## config.mk

```make
export PLATFORM = sky130hd
export DESIGN_NAME = lrc_unit
export DESIGN_NICKNAME = d
export VERILOG_FILES = /design/src/rtl/lrc_pkg.sv /design/src/rtl/lrc_col_acc.sv /design/src/rtl/lrc_row_par.sv /design/src/rtl/lrc_unit.sv
export SDC_FILE = /design/constraint.sdc
export NUM_CORES = 1
export LEC_CHECK = 0
export BUFFER_PORTS_ARGS = -buffer_cell sky130_fd_sc_hd__buf_2
export CAP_MARGIN = 20
export CORE_MARGIN = 2
export CORE_UTILIZATION = 40
export CTS_BUF_LIST = sky130_fd_sc_hd__clkbuf_8
export CTS_CLUSTER_SIZE = 20
export DETAILED_ROUTE_END_ITERATION = 7
export PLACE_DENSITY = 0.63
export SLEW_MARGIN = 5
export SYNTH_ARGS = -nofsm -noshare
export SYNTH_HDL_FRONTEND = slang
export SYNTH_HIERARCHICAL = 1
export SYNTH_SLANG_ARGS = --single-unit
```

## constraint.sdc

```tcl
create_clock -name clk -period 1.3 [get_ports clk]
set_input_delay 0.26 -clock clk [delete_from_list [all_inputs] [get_ports clk]]
set_output_delay 0.26 -clock clk [all_outputs]
set_load 0.01 [all_outputs]
```

## src/rtl/lrc_pkg.sv

```systemverilog
package lrc_pkg;
  typedef enum logic {
    MODE_GEN = 1'b0,
    MODE_CHK = 1'b1
  } lrc_mode_e;
endpackage

```

## src/rtl/lrc_col_acc.sv

```systemverilog
module lrc_col_acc #(
  parameter int WORD_W = 8
) (
  input  logic              clk,
  input  logic              rst,
  input  logic              in_valid,
  input  logic              in_sof,
  input  logic              in_eof,
  input  logic [WORD_W-1:0] in_data,
  input  lrc_pkg::lrc_mode_e mode,
  output logic              gen_valid,
  output logic [WORD_W-1:0] gen_word,
  output logic              res_valid,
  output logic              res_pass
);
  import lrc_pkg::*;

  logic [WORD_W-1:0] acc_q;
  logic [WORD_W-1:0] acc_nxt;
  logic              blk_end;

  // Start-of-block discards the previous column state.
  always_comb begin
    acc_nxt = in_sof ? in_data : (acc_q ^ in_data);
  end

  assign blk_end = in_valid && in_eof;

  always_ff @(posedge clk) begin
    if (rst) begin
      acc_q     <= '0;
      gen_valid <= 1'b0;
      gen_word  <= '0;
      res_valid <= 1'b0;
      res_pass  <= 1'b0;
    end else begin
      if (in_valid) acc_q <= acc_nxt;
      gen_valid <= blk_end && (mode == MODE_GEN);
      res_valid <= blk_end && (mode == MODE_CHK);
      res_pass  <= blk_end && (mode == MODE_CHK) && (acc_nxt == '0);
      if (blk_end) gen_word <= acc_nxt;
    end
  end
endmodule

```

## src/rtl/lrc_row_par.sv

```systemverilog
module lrc_row_par #(
  parameter int WORD_W = 8
) (
  input  logic              clk,
  input  logic              rst,
  input  logic              in_valid,
  input  logic [WORD_W-1:0] in_data,
  input  logic              row_odd,
  output logic              w_valid,
  output logic [WORD_W-1:0] w_data,
  output logic              w_par
);
  localparam int LVL = $clog2(WORD_W) + 1;
  localparam int PW  = 1 << (LVL - 1);

  // Balanced XOR tree, padded to a power of two.
  logic [PW-1:0] tree [LVL];
  assign tree[0] = {{(PW-WORD_W){1'b0}}, in_data};

  for (genvar l = 1; l < LVL; l++) begin : g_lvl
    for (genvar n = 0; n < PW; n++) begin : g_node
      if (n < (PW >> l)) begin : g_x
        assign tree[l][n] = tree[l-1][2*n] ^ tree[l-1][2*n+1];
      end else begin : g_z
        assign tree[l][n] = 1'b0;
      end
    end
  end

  always_ff @(posedge clk) begin
    if (rst) begin
      w_valid <= 1'b0;
      w_data  <= '0;
      w_par   <= 1'b0;
    end else begin
      w_valid <= in_valid;
      if (in_valid) begin
        w_data <= in_data;
        w_par  <= tree[LVL-1][0] ^ row_odd;
      end
    end
  end
endmodule

```

## src/rtl/lrc_unit.sv

```systemverilog
module lrc_unit #(
  parameter int WORD_W = 8
) (
  input  logic              clk,
  input  logic              rst,
  input  logic              in_valid,
  input  logic              in_sof,
  input  logic              in_eof,
  input  logic [WORD_W-1:0] in_data,
  input  logic              mode,
  input  logic              row_odd,
  output logic              w_valid,
  output logic [WORD_W-1:0] w_data,
  output logic              w_par,
  output logic              gen_valid,
  output logic [WORD_W-1:0] gen_word,
  output logic              res_valid,
  output logic              res_pass
);
  import lrc_pkg::*;

  lrc_mode_e mode_e;
  assign mode_e = lrc_mode_e'(mode);

  lrc_col_acc #(.WORD_W(WORD_W)) u_col (
    .clk(clk), .rst(rst), .in_valid(in_valid), .in_sof(in_sof),
    .in_eof(in_eof), .in_data(in_data), .mode(mode_e),
    .gen_valid(gen_valid), .gen_word(gen_word),
    .res_valid(res_valid), .res_pass(res_pass)
  );

  lrc_row_par #(.WORD_W(WORD_W)) u_row (
    .clk(clk), .rst(rst), .in_valid(in_valid), .in_data(in_data),
    .row_odd(row_odd), .w_valid(w_valid), .w_data(w_data), .w_par(w_par)
  );
endmodule

```

== Word level (Yosys, flattened, before mapping) ==
Index checks and enable logic that the tools add are counted.

* Mux-type cells: 1
* Bitwise gates (word level): 10
* Reduce and logical (&&, ||, !) cells: 5

{| class="wikitable"
|+ Operators with widths
! kind !! number
|-
| 8-bit zero test || 1
|-
| 8-bit two-way mux || 1
|-
| 1-bit XOR || 8
|-
| 8-bit XOR || 1
|-
| 1-bit logical AND || 4
|-
| 1-bit NOT || 1
|}

* Flip-flop bits (word level): 29
* Bits of input ports: 15
* Output and inout port bits: 21
* Word-level logic and storage cells: 24

== Depth between registers and ports, before layout ==
* Word-level depth: 4
* Mapped depth: 5
* Gate-level depth less buffers: 4

== Modules after synthesis ==
The synthesis kept the hierarchy.

{| class="wikitable"
|+ Modules (own cells, without submodules)
! module !! instances !! cells each !! area each (um2)
|-
| lrc_col_acc || 1 || 114 || 953.4
|-
| lrc_row_par || 1 || 39 || 421.7
|}

== Least setup slack after synthesis ==
OpenSTA, ideal clock, no wires.

* Path kind: input -> register
* From: in in_data[2]
* To: reg u_row.w_par
* Library setup time: 0.133 ns
* Data arrival time: 0.964 ns
* Required time: 1.167 ns
* Setup slack: 0.204 ns
* Stages on the path: 4
* Cell sequence: xor2_1 -> xnor3_1 -> nand3b_1 -> o221ai_1

* Word-level cells in the longest chain between the ends: 4

{| class="wikitable"
|+ RTL lines
! what !! line !! source
|-
| from (decl) || lrc_unit.sv:9 || <nowiki>input logic [WORD_W-1:0] in_data,</nowiki>
|-
| 1-bit XOR (3 in a row) || lrc_row_par.sv:23 || <nowiki>assign tree[l][n] = tree[l-1][2*n] ^ tree[l-1][2*n+1];</nowiki>
|-
| 1-bit XOR || lrc_row_par.sv:39 || <nowiki>w_par <= tree[LVL-1][0] ^ row_odd;</nowiki>
|-
| to (signal assigned) || lrc_row_par.sv:39 ||
|-
| to (decl) || lrc_row_par.sv:11 || <nowiki>output logic w_par</nowiki>
|}

Every way passes these cells.
A chain may end at the register's enable or synchronous reset.

== Worst setup path after layout ==
* From: reg u_col.acc_q[7]
* To: reg u_col.res_pass

* Word-level cells in the longest chain between the ends: 4

{| class="wikitable"
|+ RTL lines
! what !! line !! source
|-
| from (decl) || lrc_col_acc.sv:18 || <nowiki>logic [WORD_W-1:0] acc_q;</nowiki>
|-
| from (signal assigned) || lrc_col_acc.sv:37 || <nowiki>if (in_valid) acc_q <= acc_nxt;</nowiki>
|-
| 8-bit XOR || lrc_col_acc.sv:24 || <nowiki>acc_nxt = in_sof ? in_data : (acc_q ^ in_data);</nowiki>
|-
| 8-bit two-way mux || lrc_col_acc.sv:24 ||
|-
| 8-bit zero test || lrc_col_acc.sv:40 || <nowiki>res_pass <= blk_end && (mode == MODE_CHK) && (acc_nxt == '0);</nowiki>
|-
| 1-bit logical AND || lrc_col_acc.sv:40 ||
|-
| to (signal assigned) || lrc_col_acc.sv:40 ||
|-
| to (decl) || lrc_col_acc.sv:14 || <nowiki>output logic res_pass</nowiki>
|}

Every way passes these cells.

==> results.yml <==
status:
  status: "finished clean"
clocking:
  cts_setup_buffers: 0
  hold_buffers: 0
  clkSlewWorstSetupHoldPaths_ns: 0.06
  cts_tree: "yes"
  ctsHtreeMaxLevel: 2
  clkLatencyLatePin_ns: 0.28
  cts_resized: 0
  numCtsBuffers: 5
  cts_num_sinks: 29
  clock_path_buffers: 2
  root_buffer: "clkbuf_8"
place:
  place_ws_ns: -0.0177
  gp_congestion: 0.765
  place_area_um2: 1630
  hpwl_mm: 2.17
  port_buffers: 35
  dpl.cell_count: 234
final_layout:
  n_fill_cell: 355
  area_delta_synth_final_pct: 23.6
  fin_cells: 240
  register_area_um2: 581
  nNetsFinal: 210
  final_area_um2: 1700
  drive_gt1_share_pct: 27.3
  num_antenna_cells: 0
  final_core_util_pct: 51.3
  multiInputGateArea_um2: 744
global_routing:
  grt_pass1_vias: 1121
  grt_antenna_before_repair: 0
  grt_use_total_pct: 15.9
  grt_pass1_wl_mm: 4.91
  grt_max_degree: 19
  grt_overflow: 0
timing:
  rsz0062_at_grt: "false"
  finalHoldViolCount: 0
  worst_slew_pin_slew_ns: 0.340
  clock.fmax_ghz: 0.875
  setup_slack_ns: 0.158
  min_period_over_period_pct: 87.9
  fin_worst_skew_ns: 0.00334
  fin_crit_ns: 1.14
  relSlewSlack_pct: 77.3
  setup_viol: 0
  drv_slew: 0
critical_path:
  cp_max_fo: 3
  cp-end-kind: "flop"
  slowest_stage: "dfxtp_1"
  critPathArrivalTime_ns: 1.36
  crit_type: "reg -> reg"
  cp_data_required_time_ns: 1.52
  cp_top_family: "simple AND/OR/NAND/NOR gates"
  critical_path_buf_inv_count: 0
  startpoint_type: "flop"
  crit_chain: "nor2b_1 -> xnor2_1 -> nand3_1 -> and4b_1"
  critPathMaxStageDelay_ns: 0.32
yosys:
  syn_inst: 153
  syn_area_um2: 1380
  synth_cell_types: 29
  synth.ff_latch_count: 29
  avgSynthCellArea_um2: 8.99
  yosys_warnings: 6
  synth_nets: 168
  ys_seq_area_share_pct: 42.2
pwr:
  leakagePower_nw: 0.747
  power_density_nw_per_um2: 1180
  peakVddDrop_mv: 0.803
  power_mw: 2.00
detailed_routing:
  drc: 0
  routedWlPerCell_um: 12.1
  ant_nets: 0
  vias_per_cell: 5.05
  dr.pass1.iters: 4
  first_iter_violations: 25
  wirelength_mm: 2.91
  vias: 1212
job:
  drv_cap: 0
floorplanning:
  dieArea_um2: 3920
  die_y_um: 62.6
  die_w_um: 62.6
  initial_utilization_pct: 41.5
  rows: 21
  io_pins: 36
  coreArea_um2: 3310
hold_path:
  hp-class: "in -> reg"
layout make-up:
type,instances,share of cell area [%]
Sequential cell,29,34.2
Timing Repair Buffer,44,14.3
Multi-Input combinational cell,115,43.8
Clock buffer,5,4.05
Clock inverter,1,0.295
Tap cell,46,3.39
cells in the final DEF (no fill, tap or decap), types with 3 or more instances in the layout:
cell / Yosys / final
and4bb_1: 3 / 3
a31oi_1: 3 / 3
nor3_1: 6 / 6
o21ai_0: 10 / 10
buf_4: 3 / 9
nor2_1: 36 / 36
clkbuf_8: 0 / 5
dfxtp_1: 29 / 29
buf_2: 4 / 35
a211oi_1: 5 / 5
mux2i_1: 8 / 8
nor2b_1: 3 / 3
a32oi_1: 5 / 5
xnor2_1: 14 / 14
nand2b_1: 6 / 6
cell usage after synthesis:
master	count	share of area, %
a32oi_1	5	3.2
nor2_1	36	9.8
and4bb_1	3	2.7
nand2_1	2	0.55
and4b_1	1	0.73
clkbuf_1	1	0.27
mux2i_1	8	5.8
nor2b_1	3	1.4
xnor3_1	1	1.6
xor2_1	2	1.3
o21ai_0	10	3.6
buf_1	1	0.27
dfxtp_1	29	42
nand2_4	1	0.82
and2_1	1	0.46
nor3b_2	1	0.91
o221ai_1	1	0.64
nor3_1	6	2.2
nand2b_1	6	2.7
nand3_1	1	0.36
xnor2_1	14	8.9
a31oi_1	3	1.4
and2b_2	1	0.64
a211oi_1	5	2.7
buf_2	4	1.5
a21oi_1	1	0.36
buf_4	3	1.6
nand3b_1	1	0.55
o21ai_1	2	0.73
kinds of logic after synthesis:
group / synth area share, %
muxes: 5.82
buffers and inverters: 3.64
AOI/OAI and AO/OA: 12.6
and+or+nand+nor: 23.8
DFF: 42.2
xor gates and xnor gates: 11.8
power by group:
group	switching, mW	internal, mW	total, mW	leakage [nW]
logic	0.188	0.174	0.362	0.468
registers	0.0339	0.947	0.981	0.239
clock network	0.308	0.350	0.658	0.0399
per-layer routing:
metal,share of wire (%),GRT usage (%),up-vias
met5,0,0,-
li1,-,-,612
met1,47,19.3,558
met2,44,25.0,37
met4,1.8,6.11,0
met3,7.2,6.67,5
worst paths after layout:
check | startpoint | depth (start not counted) | slack [ns] | endpoint
worst max register to register | u_col/acc_q[7]$_SDFFE_PP0P_ | 4 | 0.16 | u_col/res_pass$_SDFF_PP0_
worst min register to register | u_col/acc_q[5]$_SDFFE_PP0P_ | 2 | 0.49 | u_col/acc_q[5]$_SDFFE_PP0P_
worst min-delay path | mode | 2 | 0.15 | u_col/gen_valid$_SDFF_PP0_
worst max-delay path | u_col/acc_q[7]$_SDFFE_PP0P_ | 4 | 0.16 | u_col/res_pass$_SDFF_PP0_
stage by stage:
| stage | setup TNS, ns | hold slack [ns] |
|---|---|---|
| 2_1_floorplan | 0 | 0.339 |
| 3_3_place_gp | 0 | 0.449 |
| 3_5_place_dp | -0.0177 | 0.443 |
| 4_1_cts | 0 | 0.147 |
| 5_1_grt | 0 | 0.163 |
| 6_report | 0 | 0.153 |
registers in the layout (all words and copies together), names as in the netlist:
register and cells:
u_col/gen_word 8, u_col/gen_valid 1, u_row/w_par 1, u_col/acc_q 8, u_col/res_valid 1, u_row/w_data 8
u_col/res_pass 1, u_row/w_valid 1
No activity file was read; power rests on OpenSTA's default activity.
